--- config.mk ---
export PLATFORM = sky130hd
export DESIGN_NAME = sync_rx_master
export DESIGN_NICKNAME = d
export VERILOG_FILES = /design/src/rtl/srx_pkg.sv /design/src/rtl/srx_divider.sv /design/src/rtl/srx_shifter.sv /design/src/rtl/srx_rxbuf.sv /design/src/rtl/sync_rx_master.sv
export SDC_FILE = /design/constraint.sdc
export NUM_CORES = 1
export LEC_CHECK = 0
export BUFFER_PORTS_ARGS = -buffer_cell sky130_fd_sc_hd__buf_2
export CAP_MARGIN = 10
export CORE_MARGIN = 4
export CORE_UTILIZATION = 36
export DETAILED_ROUTE_END_ITERATION = 12
export PLACE_DENSITY_LB_ADDON = 0.15
export SYNTH_ARGS = -nofsm -noshare
export SYNTH_HDL_FRONTEND = slang
export SYNTH_SLANG_ARGS = --single-unit
--- constraint.sdc ---
create_clock -name clk -period 1.97 [get_ports clk]
set_input_delay 0.197 -clock clk [delete_from_list [all_inputs] [get_ports clk]]
set_output_delay 0.197 -clock clk [all_outputs]
set_load 0.01 [all_outputs]
--- src/rtl/srx_pkg.sv ---
package srx_pkg;
    localparam int SRX_W     = 8;
    localparam int SRX_CNT_W = $clog2(SRX_W + 1);

    typedef enum logic [1:0] {
        ST_IDLE  = 2'd0,
        ST_RUN   = 2'd1,
        ST_STALL = 2'd2
    } srx_state_e;

    typedef struct packed {
        srx_state_e           st;
        logic                 ph;
        logic [SRX_W-1:0]     sh;
        logic [SRX_CNT_W-1:0] cnt;
    } srx_shift_t;

    typedef struct packed {
        logic [SRX_W-1:0]     data;
        logic [SRX_CNT_W-1:0] bits;
        logic                 rdy;
        logic                 irq;
    } srx_buf_t;
endpackage

--- src/rtl/srx_divider.sv ---
module srx_divider #(
    parameter int DIV_W = 8
) (
    input  logic             clk,
    input  logic             rst_n,
    input  logic             run,
    input  logic [DIV_W-1:0] div_val,
    output logic             tick
);
    logic [DIV_W-1:0] cnt_d, cnt_q;

    always_comb begin
        tick  = run && (cnt_q == div_val);
        cnt_d = (!run || tick) ? '0 : cnt_q + 1'b1;
    end

    always_ff @(posedge clk or negedge rst_n) begin
        if (!rst_n) cnt_q <= '0;
        else        cnt_q <= cnt_d;
    end
endmodule

--- src/rtl/srx_shifter.sv ---
module srx_shifter
    import srx_pkg::*;
(
    input  logic                 clk,
    input  logic                 rst_n,
    input  logic                 en_n,
    input  logic                 tick,
    input  logic                 sd,
    input  logic                 buf_free,
    output logic                 run,
    output logic                 phase,
    output logic                 xfer,
    output logic [SRX_W-1:0]     xdata,
    output logic [SRX_CNT_W-1:0] xbits
);
    localparam logic [SRX_CNT_W-1:0] FULL = SRX_CNT_W'(SRX_W);
    localparam logic [SRX_CNT_W-1:0] LAST = SRX_CNT_W'(SRX_W - 1);

    srx_shift_t       r_d, r_q;
    logic [SRX_W-1:0] shn;

    always_comb begin
        r_d   = r_q;
        xfer  = 1'b0;
        xdata = r_q.sh;
        xbits = r_q.cnt;
        shn   = {r_q.sh[SRX_W-2:0], sd};
        unique case (r_q.st)
            ST_IDLE: begin
                if (!en_n) begin
                    r_d.st  = ST_RUN;
                    r_d.ph  = 1'b0;
                    r_d.sh  = '0;
                    r_d.cnt = '0;
                end
            end
            ST_RUN: begin
                if (en_n) begin
                    r_d.st = ST_IDLE;
                    r_d.ph = 1'b0;
                    xfer   = (r_q.cnt != '0);
                end else if (tick) begin
                    if (!r_q.ph) begin
                        r_d.ph = 1'b1;
                    end else begin
                        r_d.ph = 1'b0;
                        if (r_q.cnt == LAST) begin
                            if (buf_free) begin
                                xfer    = 1'b1;
                                xdata   = shn;
                                xbits   = FULL;
                                r_d.sh  = '0;
                                r_d.cnt = '0;
                            end else begin
                                r_d.sh  = shn;
                                r_d.cnt = FULL;
                                r_d.st  = ST_STALL;
                            end
                        end else begin
                            r_d.sh  = shn;
                            r_d.cnt = r_q.cnt + 1'b1;
                        end
                    end
                end
            end
            ST_STALL: begin
                if (en_n) begin
                    r_d.st = ST_IDLE;
                    xfer   = 1'b1;
                end else if (buf_free) begin
                    xfer    = 1'b1;
                    r_d.st  = ST_RUN;
                    r_d.sh  = '0;
                    r_d.cnt = '0;
                end
            end
            default: r_d.st = ST_IDLE;
        endcase
        run   = (r_q.st == ST_RUN);
        phase = r_q.ph;
    end

    always_ff @(posedge clk or negedge rst_n) begin
        if (!rst_n) r_q <= '{st: ST_IDLE, ph: 1'b0, sh: '0, cnt: '0};
        else        r_q <= r_d;
    end

    // a stalled receiver rests its clock and holds a whole word
    a_r6_stall_rest: assert property (@(posedge clk) disable iff (!rst_n)
        (r_q.st == ST_STALL) |-> (r_q.ph == 1'b0 && r_q.cnt == FULL));

    // the bit count never passes a whole word
    a_r4_cnt_bound: assert property (@(posedge clk) disable iff (!rst_n)
        r_q.cnt <= FULL);
endmodule

--- src/rtl/srx_rxbuf.sv ---
module srx_rxbuf
    import srx_pkg::*;
(
    input  logic                 clk,
    input  logic                 rst_n,
    input  logic                 load,
    input  logic [SRX_W-1:0]     ldata,
    input  logic [SRX_CNT_W-1:0] lbits,
    input  logic                 irq_en,
    input  logic                 rd_pulse,
    output logic [SRX_W-1:0]     data,
    output logic [SRX_CNT_W-1:0] bits,
    output logic                 rdy,
    output logic                 irq
);
    srx_buf_t b_d, b_q;

    always_comb begin
        b_d     = b_q;
        b_d.rdy = (b_q.rdy && !rd_pulse) || load;
        b_d.irq = (b_q.irq && !rd_pulse) || (load && irq_en);
        if (load) begin
            b_d.data = ldata;
            b_d.bits = lbits;
        end
    end

    always_ff @(posedge clk or negedge rst_n) begin
        if (!rst_n) b_q <= '0;
        else        b_q <= b_d;
    end

    assign data = b_q.data;
    assign bits = b_q.bits;
    assign rdy  = b_q.rdy;
    assign irq  = b_q.irq;

    // the interrupt rises only after a cycle with irq_en set
    a_r9_irq_gated: assert property (@(posedge clk) disable iff (!rst_n)
        $rose(irq) |-> $past(irq_en));
endmodule

--- src/rtl/sync_rx_master.sv ---
module sync_rx_master
    import srx_pkg::*;
#(
    parameter int DIV_W = 8
) (
    input  logic                 clk,
    input  logic                 rst_n,
    input  logic                 en_n,
    input  logic                 rise_tx,
    input  logic [DIV_W-1:0]     div_val,
    input  logic                 irq_en,
    input  logic                 rd_pulse,
    input  logic                 sd,
    output logic                 sck,
    output logic [SRX_W-1:0]     rx_data,
    output logic [SRX_CNT_W-1:0] rx_bits,
    output logic                 rdy,
    output logic                 irq
);
    logic                 tick, run, phase, xfer, buf_free;
    logic [SRX_W-1:0]     xdata;
    logic [SRX_CNT_W-1:0] xbits;

    assign buf_free = !rdy || rd_pulse;
    assign sck      = phase ^ ~rise_tx;

    srx_divider #(.DIV_W(DIV_W)) u_div (
        .clk     (clk),
        .rst_n   (rst_n),
        .run     (run),
        .div_val (div_val),
        .tick    (tick)
    );

    srx_shifter u_shift (
        .clk      (clk),
        .rst_n    (rst_n),
        .en_n     (en_n),
        .tick     (tick),
        .sd       (sd),
        .buf_free (buf_free),
        .run      (run),
        .phase    (phase),
        .xfer     (xfer),
        .xdata    (xdata),
        .xbits    (xbits)
    );

    srx_rxbuf u_buf (
        .clk      (clk),
        .rst_n    (rst_n),
        .load     (xfer),
        .ldata    (xdata),
        .lbits    (xbits),
        .irq_en   (irq_en),
        .rd_pulse (rd_pulse),
        .data     (rx_data),
        .bits     (rx_bits),
        .rdy      (rdy),
        .irq      (irq)
    );

    // while enabled, an unread buffer is never loaded again
    a_r6_no_overflow: assert property (@(posedge clk) disable iff (!rst_n)
        (xfer && !en_n) |-> (!rdy || rd_pulse));

    // an acknowledge with no coinciding load clears flag and request
    a_r10_rd_clears: assert property (@(posedge clk) disable iff (!rst_n)
        (rd_pulse && !xfer) |=> (!rdy && !irq));

    // a buffer load on deactivation always carries at least one bit
    a_r7_partial_nonempty: assert property (@(posedge clk) disable iff (!rst_n)
        (xfer && en_n) |-> (xbits != '0));
endmodule

==> summary by stage <==
Outcome
The run finished with clean final reports.

Worst setup path
The endpoint required time on the critical path is 2150 ps. The critical path endpoint category is a flip-flop. In this run the register-to-register setup slack is 100 ps. The signal on the critical path passes through inv_1, ha_1, or3b_1, a21oi_2, o22ai_2, nand2b_4, o221a_2. The logic depth of the worst setup path including buffers is 7.

The delay of the slowest critical-path stage is 430 ps. Of all nets on the critical path, the largest fanout is 7. The family with the most delay on the worst path is simple AND/OR/NAND/NOR gates. For the worst flop-to-flop path, the logic depth is 7.

The sort of element at the start of the critical path is a flip-flop. Together, buffers and inverters on the worst path number 1. The endpoint arrival time on the critical path is 2040 ps. The cell with the largest stage delay on the worst path is dfrtp_2. The classification of the worst setup path is reg -> reg.

Pwr
The proportion of power drawn by combinational gates is 0.340. The analysis attributes to net switching a power of 0.795 mW. The share of total power in sequential cells is 0.433. Of the total power, the share spent switching nets is 0.351. In this run the static leakage power is between 1 and 1.5 nW. The largest vdd supply drop is roughly 0.00042 V. The clock share of power is 0.227. In this run the power density over the cells is 929 nW/um^2.

Internal power comes to ~1.5 mW.

Timing
In this run the tightest slew margin relative to its limit is 0.686. The final-report setup violation count is 0. Subtracting the final worst setup slack from the clock period gives 1870 ps.

The total count of hold-check failures in the final report came to 0. The final hold slack is 122 ps. Setup slack closes at 103 ps. Of the available clock period, the critical path in the final layout requires 0.948.

At the pin with the least slew margin, the transition time is around 470 ps. The total negative setup slack is 0 ps. The total count of max-transition violations in the final report is 0. Timing would allow up to 536 MHz. Setup repair after global routing left no endpoint under its margin.

The clock skew is 7.60 ps.

CTS
The maximum buffer depth of the clock tree is 2. Buffers inserted during clock tree synthesis total 5. The later pin in the worst-skew pair is clocked with a latency of between 200 and 300 ps. For this design, the sink count on the clock tree is 37. The TritonCTS clock tree is yes. Clock tree synthesis selected as its root buffer the cell clkbuf_8. The CTS clock-pin slew for the worst setup and hold paths is 70 ps. The maximum level of the CTS H-tree is 2.

Synthesis
The post-synthesis compound-gate area fraction came to 0.142. The fraction of registers with async set/reset is 1.00. The post-synthesis share of cell area spent on full adders, half adders and majority gates is 0.0439. The post-synthesis instance area is 2000 sq um. The synthesized design spends more area on one cell type than any other, namely dfrtp_1. The portion of synthesized area spent on multiplexers is 0.0401. In this run the mean area of a mapped cell was 10.3 sq um. Synthesis inferred 37 register bits.

In this run, synthesis inferred 0 flip-flops with an integrated enable. For this run, the register share of the synthesized area comes to 0.464. The leading register cell type out of synthesis is dfrtp_1. Of the post-synthesis cell area, the dominant cell type holds 0.464.

The most frequently used cell type in the post-synthesis netlist is dfrtp_1. Of the total synthesized cell area, the portion taken by XOR and XNOR cells is 0.0702. The net count after synthesis is between 200 and 250.

The combinational family with the most area after synthesis is simple AND/OR/NAND/NOR gates. Counting instances in the post-synthesis netlist gives the leading cell types as 37 x dfrtp_1, 19 x inv_1, 17 x nand2_1. The distinct cell type count after synthesis is 45. Of the total synthesized cell area, the portion taken by AND, OR, NAND and NOR gates is 0.187. Ranked by total cell area, the synthesized netlist is headed by dfrtp_1 46%, ha_1 4.4%, xnor2_1 4.4%. The gate count of the mapped netlist is 194. The total number of yosys warnings is 0.

Placed design
OpenSTA, run right after detailed placement, puts the worst setup slack at 55.7 ps. The placer congestion estimate is 0.782. The HPWL after detailed placement is 3.11 mm. The number of buffers added on ports is 29.

Global routing
Entering global routing, the biggest net connects 38 pins. The initial antenna violation count is 0. The number of global-route vias before repair is between 1500 and 2000.

The aggregate global routing overflow is 0. The first global-routing pass estimated between 7 and 8 mm of wire. Across every metal layer, demand over resource in global routing totals 0.148.

Floorplan
The starting utilization of the core area is 0.381. During I/O placement, the number of pins put on the boundary was 30. The core footprint is roughly 5200 sq um.

After floorplanning, the core was divided into 26 placement rows. The die height is just over 80 microns. In this run the horizontal extent of the chip is 82.5 microns. The die covers between 6000 and 7000 sq um.

Cells and area
The final layout net count is approximately 260. The sequential cells in the finished layout cover a total of 927 sq um. The fraction of final layout cells sized beyond drive strength 1 is 0.283. The repair_antennas step left the layout with diodes totalling 0. In the final layout, the multi-input gates occupy 1010 sq um. The layout has 498 filler cells. Compared with the post-synthesis result, the final layout area differs by 22.1%.

Worst hold path
The worst hold path depth is 2. The class of the worst hold path is in -> reg.

Drt
The number of detailed-route iterations in the first pass is 4. For this run, design rule violations remaining after detail routing come to 0. The wire length per cell is roughly 14 microns.

The average via count per standard cell is 4.97. Summed over all layers, the routed wires come to 4.39 mm. The detail route stage leaves a number of antenna-violating nets equal to 0. The via count is around 1500. The DRC marker count from the first detailed-route iteration is 115.

Flow run
The tool flagged a number of max-cap violations equal to 0.
-- timing repair --
action,4_1_cts,5_1_grt
hold buffers,1,0
resized for setup,0,10
buffers inserted,0,2
endpoints found under the hold margin,37,0
setup endpoints to repair,0,18
-- layout by cell type (no fill, tap or decap), types with 3 or more instances in the layout --
| cell | Yosys | layout |
|---|---|---|
| dfrtp_1 | 37 | 36 |
| nand2b_1 | 11 | 11 |
| xnor2_1 | 10 | 10 |
| clkbuf_8 | 0 | 5 |
| o221a_2 | 4 | 4 |
| o21ai_0 | 5 | 5 |
| nand3_1 | 9 | 9 |
| nand2_1 | 17 | 17 |
| o221a_1 | 4 | 4 |
| nand4_1 | 3 | 3 |
| mux2i_1 | 8 | 8 |
| buf_4 | 2 | 11 |
| buf_2 | 1 | 29 |
| ha_1 | 7 | 6 |
| a21oi_1 | 5 | 3 |
| xor2_1 | 6 | 6 |
| inv_1 | 19 | 19 |
| o22ai_1 | 4 | 3 |
| nor2_1 | 10 | 10 |
| and3_1 | 3 | 3 |
-- stage by stage --
stage                     utilization  cells  power, mW  cell area, sq um
after floorplan                     -    194       1.46              2000
final                           0.465    310       2.27              2440
after global routing            0.465    310       2.43              2440
after detailed placement        0.436    298       1.74              2280
after CTS                       0.453    307       2.27              2370
after global placement          0.436    298       1.74              2280
-- routing by layer --
layer	up-vias	GRT usage	wire length, microns
li1	771	-	-
met1	726	0.210	2240
met2	34	0.216	1870
met3	9	0.0412	202
met4	0	0.0482	73
met5	-	0	0
-- cell families after synthesis --
kind of cell    after synthesis
simple gates                 66
buf+inv                      24
flops                        37
xor+xnor                     16
mux                           8
compound gates               36
fa+ha+maj                     7
-- power by group through the flow --
stage / sequential, mW / combinational, mW / clock, mW
after CTS: 0.981 / 0.752 / 0.541
after floorplan: 1.00 / 0.460 / 0
after detailed placement: 0.994 / 0.747 / 0
after global placement: 0.995 / 0.744 / 0
after global routing: 1.00 / 0.851 / 0.576
final: 0.981 / 0.770 / 0.514
-- registers in the layout, summed over array words and instances, names as in the netlist --
signal,cells
u_shift.r_q,14
u_buf.data,8
u_div.cnt_q,8
u_buf.bits,4
u_buf.irq,1
u_buf.rdy,1
u_shift.phase,1
-- final cells by class --
cell class                      count  share of cell area
Sequential cell                    37               0.380
Multi-Input combinational cell    134               0.415
Tap cell                           70              0.0359
Clock buffer                        6              0.0298
Clock inverter                      2             0.00411
Timing Repair Buffer               42               0.106
Inverter                           19              0.0293
-- final timing paths --
check	endpoint	from
setup / recovery	u_buf.data[0]	u_shift.r_q[0]
hold / removal	u_buf.irq	irq_en
min in group asynchronous	u_shift.r_q[13]	rst_n
max in group asynchronous	u_shift.r_q[0]	rst_n
hold reg to reg	u_buf.irq	u_buf.irq
setup reg to reg	u_buf.data[0]	u_shift.r_q[0]
(Power assumes the default switching activity.)
